$ cat config.mk
export PLATFORM = sky130hd
export DESIGN_NAME = phase_step_seq
export DESIGN_NICKNAME = d
export VERILOG_FILES = /design/src/rtl/phase_step_seq.sv
export SDC_FILE = /design/constraint.sdc
export NUM_CORES = 1
export LEC_CHECK = 0
export BUFFER_PORTS_ARGS = -buffer_cell sky130_fd_sc_hd__buf_2
export CORE_MARGIN = 1
export CORE_UTILIZATION = 46
export CTS_BUF_LIST = sky130_fd_sc_hd__clkbuf_2 sky130_fd_sc_hd__clkbuf_4 sky130_fd_sc_hd__clkbuf_8
export DETAILED_ROUTE_END_ITERATION = 7
export MAX_ROUTING_LAYER = met4
export PLACE_DENSITY = 0.83
export SLEW_MARGIN = 10
export SYNTH_ARGS = -nofsm -noshare
export SYNTH_HDL_FRONTEND = slang
export SYNTH_SLANG_ARGS = --single-unit
export TNS_END_PERCENT = 1
$ cat constraint.sdc
create_clock -name clk -period 2.3 [get_ports clk]
set_clock_uncertainty 0.05 [all_clocks]
set_input_delay 0 -clock clk [delete_from_list [all_inputs] [get_ports clk]]
set_output_delay 0 -clock clk [all_outputs]
set_load 0.02 [all_outputs]
$ cat src/rtl/phase_step_seq.sv
module phase_step_seq #(
  parameter int CTRL_W      = 32,
  parameter int DLL_BIT     = 16,
  parameter int CDR_BIT     = 17,
  parameter int CKO_BIT     = 18,
  parameter int EXT_BIT     = 19,
  parameter int SEL_LSB     = 20,
  parameter int TICK_CYCLES = 250,
  parameter int POLL_LIMIT  = 50
) (
  input  logic              clk,
  input  logic              rst_n,
  input  logic              start,
  input  logic [3:0]        phase,
  input  logic [CTRL_W-1:0] ctrl_rd,
  output logic [CTRL_W-1:0] ctrl_wr,
  output logic              ctrl_we,
  output logic              busy,
  output logic              done,
  output logic              err
);
  localparam int TW = $clog2(TICK_CYCLES + 1);
  localparam int PW = $clog2(POLL_LIMIT + 1);
  localparam logic [CTRL_W-1:0] M_DLL = CTRL_W'(1) << DLL_BIT;
  localparam logic [CTRL_W-1:0] M_CDR = CTRL_W'(1) << CDR_BIT;
  localparam logic [CTRL_W-1:0] M_CKO = CTRL_W'(1) << CKO_BIT;
  localparam logic [CTRL_W-1:0] M_EXT = CTRL_W'(1) << EXT_BIT;
  localparam logic [CTRL_W-1:0] M_SEL = CTRL_W'(4'hF) << SEL_LSB;

  typedef enum logic [2:0] {ST_IDLE, ST_CLR, ST_W0, ST_SEL, ST_CKON, ST_W1, ST_FIN} st_t;

  st_t           st;
  logic [3:0]    code_q;
  logic [TW-1:0] tick_q;
  logic [PW-1:0] poll_q;
  logic          done_q, err_q;

  wire cko_rb  = ctrl_rd[CKO_BIT];
  wire expired = (tick_q == '0) && (poll_q == '0);

  assign busy = (st != ST_IDLE);
  assign done = done_q;
  assign err  = err_q;

  always_comb begin
    ctrl_we = 1'b1;
    ctrl_wr = ctrl_rd;
    case (st)
      ST_CLR:  ctrl_wr = (ctrl_rd & ~(M_CDR | M_CKO)) | M_EXT | M_DLL;
      ST_SEL:  ctrl_wr = (ctrl_rd & ~M_SEL) | (CTRL_W'(code_q) << SEL_LSB);
      ST_CKON: ctrl_wr = ctrl_rd | M_CKO;
      ST_FIN:  ctrl_wr = (ctrl_rd | M_CDR) & ~M_EXT;
      default: ctrl_we = 1'b0;
    endcase
  end

  always_ff @(posedge clk or negedge rst_n) begin
    if (!rst_n) begin
      st     <= ST_IDLE;
      code_q <= '0;
      tick_q <= '0;
      poll_q <= '0;
      done_q <= 1'b0;
      err_q  <= 1'b0;
    end else begin
      done_q <= 1'b0;
      err_q  <= 1'b0;
      if (tick_q != '0) tick_q <= tick_q - 1'b1;
      else begin
        tick_q <= TW'(TICK_CYCLES - 1);
        if (poll_q != '0) poll_q <= poll_q - 1'b1;
      end
      case (st)
        ST_IDLE: if (start) begin
          code_q <= phase ^ (phase >> 1);
          st     <= ST_CLR;
        end
        ST_CLR, ST_CKON: begin
          tick_q <= TW'(TICK_CYCLES - 1);
          poll_q <= PW'(POLL_LIMIT - 1);
          st     <= (st == ST_CLR) ? ST_W0 : ST_W1;
        end
        ST_W0: begin
          if (!cko_rb) st <= ST_SEL;
          else if (expired) begin st <= ST_IDLE; err_q <= 1'b1; end
        end
        ST_SEL: st <= ST_CKON;
        ST_W1: begin
          if (cko_rb) st <= ST_FIN;
          else if (expired) begin st <= ST_IDLE; err_q <= 1'b1; end
        end
        ST_FIN: begin st <= ST_IDLE; done_q <= 1'b1; end
        default: st <= ST_IDLE;
      endcase
    end
  end

  p_reset_quiet_r1: assert property (@(posedge clk) !rst_n |=> !busy && !done && !err);
  p_sel_after_off_r3: assert property (@(posedge clk) disable iff (!rst_n)
    (ctrl_we && st == ST_SEL) |-> !$past(cko_rb));
  p_fin_after_on_r4: assert property (@(posedge clk) disable iff (!rst_n)
    (ctrl_we && st == ST_FIN) |-> $past(cko_rb));
  p_done_pulse_r5: assert property (@(posedge clk) disable iff (!rst_n) done |=> !done);
  p_err_idle_r6: assert property (@(posedge clk) disable iff (!rst_n) err |-> !busy && !ctrl_we);
  p_excl_r6: assert property (@(posedge clk) disable iff (!rst_n) $onehot0({done, err}));
  p_keep_code_r7: assert property (@(posedge clk) disable iff (!rst_n)
    (busy && $past(busy)) |-> $stable(code_q));
  p_keep_bits_r8: assert property (@(posedge clk) disable iff (!rst_n)
    ctrl_we |-> ((ctrl_wr ^ ctrl_rd) & ~(M_DLL | M_CDR | M_CKO | M_EXT | M_SEL)) == '0);
endmodule

; ---- Word level (Yosys, flattened, before mapping)
; Cells that the tools add are included.
[word_totals]
reg_bits = 23
inputBits = 39
output_inout_bits = 36
word_cells = 48
[op_classes]
addsub = 2
n_eq_ne = 8
n_mux = 18
bitwise = 2
n_reduce_logical = 12
[ops]
columns = op, n
row1 = one-hot mux 32 bit (4 select lines), 1
row2 = OR 32 x 24 -> 32 bit, 1
row3 = two-way mux 6 bit, 3
row4 = two-way mux 8 bit, 2
row5 = two-way mux 3 bit, 5
row6 = one-hot mux 3 bit (5 select lines), 1
row7 = "equality test 3 bit, second input constant", 3
row8 = logical NOT 8 bit, 1
row9 = nonzero test 8 bit, 1
row10 = "subtractor 8 x 1 -> 8 bit, second input constant", 1
row11 = "equality test 3 x 2 -> 1 bit, second input constant", 2
row12 = logical NOT 6 bit, 1
row13 = nonzero test 6 bit, 1
row14 = "subtractor 6 x 1 -> 6 bit, second input constant", 1
row15 = two-way mux 1 bit, 5
row16 = AND reduction 2 bit, 2
row17 = OR reduction 4 bit, 1
row18 = bitwise XOR 4 x 3 -> 4 bit, 1
row19 = "equality test 3 x 1 -> 1 bit, second input constant", 1
row20 = logical NOT 3 bit, 1
row21 = nonzero test 3 bit, 1
row22 = "!= test 2 x 1 -> 1 bit, second input constant", 1
row23 = "!= test 2 bit, second input constant", 1
row24 = one-hot mux 1 bit (2 select lines), 1
row25 = 3 further kinds, 3

; ---- Logic depth before layout (Yosys ltp)
[depth]
ltp_word = 5
depth_mapped = 6
ltp_nobuf = 6

; ---- Worst setup path before layout
; OpenSTA, ideal clock, no wires.
[synth_path]
path_kind = flip-flop to flip-flop
startpoint = reg st[2]
endpoint = reg code_q[3]
setup_ns = 0.125
arrival_ns = 1.551
required_time_ns = 2.125
setup_slack_ns = 0.574
path_stages_with_launch = 5
path_buffers = 1
period_less_slack_ns = 1.726
cell_sequence = dfrtp_1 -> clkbuf_1 -> or3_1 -> nor2_4 -> mux2_2
[synth_via]
elab_chain_cells = 2
[synth_rtl]
columns = item, line_no
row1 = start: declaration, 32  ; st_t st;
row2 = start signal: assignment, 81  ; st <= (st == ST_CLR) ? ST_W0 : ST_W1;
row3 = logical NOT 3 bit, 73  ; case (st)
row4 = AND reduction 2 bit (no source line), --
row5 = end signal: assignment, 75  ; code_q <= phase ^ (phase >> 1);
row6 = end: declaration, 33  ; logic [3:0] code_q;
; No other way between the ends.
; A chain may end at the register's enable or synchronous reset.

; ---- Final worst setup path
[layout_path]
startpoint = reg tick_q[0]
endpoint = reg st[2]
[layout_via]
elab_chain_cells = 5
word_cells_on_any_way = 6
classes_between = mux: 4 / reduce/logical: 2
[layout_rtl]
columns = item, line_no
row1 = start: declaration, 34  ; logic [TW-1:0] tick_q;
row2 = start signal: assignment, 68  ; if (tick_q != '0) tick_q <= tick_q - 1'b1;
row3 = start signal: assignment, 70  ; tick_q <= TW'(TICK_CYCLES - 1);
row4 = start signal: assignment, 79  ; tick_q <= TW'(TICK_CYCLES - 1);
row5 = logical NOT 8 bit (*), 39  ; wire expired = (tick_q == '0) && (poll_q == '0);
row6 = logical AND 1 bit (*), 39
row7 = two-way mux 3 bit (*), --
row8 = two-way mux 3 bit (on tied branches), --
row9 = one-hot mux 3 bit (5 select lines) (*), --
; Mark *: on every way between the ends. The rest lies on a longest branch, timed or not.

==> reports/metrics.yaml <==
synth.cell_area_um2: 1391
rows: 19
grt_max_degree: 24
drt_wl_total_um: 2989
die_w_um: 57.00
num_vias: 1240
drtIter0Drc: 53
reg2reg_depth: 6
grt_use_total: 0.2005
antenna_found_initial: 0
fin_nets: 241
design_area_um2: 1803
drive_gt1_frac: 0.2030
max-slew-margin-rel: 0.6622
fin_cells: 228
hpwlAfterDp_um: 1908
fmax_mhz: 539.8
clk_pin_slew_worst_paths_ps: 130
end_kind: "register"
period_needed_ps: 1853
slew_viol_final: 0
cts_tree: "done"
cp_cell_sequence: "inv_1 -> ha_1 -> nor3b_2 -> nand4_1 -> o21ai_0 -> nand2_1"
outcome: "finished with violations"
crit_slowest_cell: "dfrtp_1"
initial_core_util: 0.4960
fillers: 221
powerDensity_nw_per_um2: 898.7
overflow: 0
yosysUniqueCellTypes: 32
die_y_um: 57.00
core_area_um2: 2805
max_cap_violations: 0
rsz0062_at_grt: "false"
cts_root_buffer: "clkbuf_4"
violations: "design-rule violations"
drc: 16
startpoint_type: "register"
p_leak_uw: 0.0007848
worst_ep_required_time_ps: 2450
syn_area_per_cell_um2: 8.536
clock_latency_ps: 310
ys_warn_count: 0
io_buffers: 26
cpPeakStageDelay_ps: 440
ios: 75
setup_violations: 0
vias_per_cell: 5.439
wl_per_cell_um: 13.11
critPathKind: "reg -> reg"
ys_seq_elements: 23
grt_pass1_wl_um: 4947
layout_commonest_cell: "dlygate4sd3_1"
drtAntennaViolNets: 0
placed_area_um2: 1463
final_cell_mix: "31 x dlygate4sd3_1, 26 x buf_2, 23 x dfrtp_1"
first_global_vias: 1124
crit_arrival_ps: 2010
synth_nets: 206
firstDrtPassIters: 6
numPlacedInstances: 193
worstPathMaxFanout: 9
htree_levels: 1
post-route-util: 0.6427
cts_sinks: 23
hold_violations: 0
gp_congestion: 0.8456
die-area_um2: 3248
syn_to_final_growth_pct: 29.59
diodes: 0
cts.path.max_buffers: 2
cts_buffers: 3
netlist_instances: 163
ys_seq_area_frac: 0.4137
timing.hold.ws_ps: 60.26
fin_setup_tns_ps: 0
cts_setup_buffers: 0
post-route-period-util: 0.8055
hold_path.class: "in -> reg"
tightestPinTransition_ps: 504.5
ir_drop_mv: 0.6536
whs_path_depth: 4
[cell usage after synthesis]
cell type  instances  area share
or3_1              3       0.013
nor2_4             1      0.0081
nor3b_2            1      0.0090
o21a_1             1      0.0054
and2_1             1      0.0045
a211oi_1           1      0.0054
nand2b_1           2      0.0090
nor2_1            18       0.049
nor2b_1            5       0.022
dfrtp_1           23        0.41
nor4_4             1       0.015
o22ai_1            1      0.0045
nand3_1            2      0.0072
nor3_1             6       0.022
nand4_1            3       0.013
nor4b_2            1       0.011
a211o_1            2       0.013
xor2_1             4       0.025
o21ai_0            6       0.022
o2bb2ai_1          1      0.0063
nor3b_1            1      0.0054
o2111ai_1          2       0.013
a21oi_1           10       0.036
a21o_1             1      0.0054
o211a_1            1      0.0072
mux2_2             5       0.040
ha_1               4       0.036
xnor2_1            7       0.044
nand2_1           13       0.035
nand3b_1           1      0.0054
inv_1              7       0.019
clkbuf_1          28       0.076
[critical path: cells and delay by family, from the launching register on]
family          cells  cell delay [ps]
flops               1              440
simple gates        3              790
buf+inv             1              110
compound gates      1              230
fa+ha+maj           1              140
[kinds of logic after synthesis]
logic type	synth area share
XOR/XNOR	0.06924
adder cells (fa/ha/maj)	0.03597
multiplexers	0.04046
flip-flops	0.4137
AND/OR/NAND/NOR	0.2293
AO/OA/AOI/OAI	0.1169
buffers and inverters	0.09443
[stage by stage]
stage | power (uW) | worst slack (ps)
floorplan | 1190 | 574.3
global placement | 1316 | 553.1
detailed placement | 1352 | 448.4
CTS | 1619 | 455.5
global route | 1734 | 271.2
finish | 1620 | 447.3
[sequential cells by signal, indices dropped and copies added (netlist names)]
name / count
code_q: 4
st: 3
tick_q: 8
err: 1
poll_q: 6
done: 1
[cell type report]
cell class,instances,area [um^2],share of cell area
clock buffers,4,30.03,0.01666
inverters,7,26.28,0.01457
multi-input cells,105,684.4,0.3796
flip-flops and latches,23,575.6,0.3192
well taps,31,38.79,0.02151
repair buffers,58,447.9,0.2484
[routing by layer]
layer  GRT usage  part of all wire  vias to the layer above
li1            -                 -                      593
met4     0.04530                 0                        0
met2      0.3496              0.51                       77
met3     0.03628             0.081                        0
met5           -                 0                        -
met1      0.2419              0.41                      570
[power breakdown]
part           total (uW)  switching [uW]  leakage, uW  internal, uW
clock                 197             118    0.0000184          79.4
combinational         763             438     0.000506           325
sequential            660             151     0.000261           510
total                1620             707     0.000785           914
[repair_timing]
item / in CTS / in global routing
hold buffers: 31 / 0
resized for setup: 0 / 0
hold endpoints to repair: 52 / 0
[final timing paths]
path                       slack, ps        end  startpoint
min in group asynchronous        140       done       rst_n
setup reg to reg                 450      st[2]   tick_q[0]
hold reg to reg                  480  tick_q[0]   tick_q[0]
hold / removal                    60  code_q[0]       start
max in group asynchronous       1700  tick_q[5]       rst_n
setup / recovery                 450      st[2]   tick_q[0]
(Power assumes the default switching activity.)
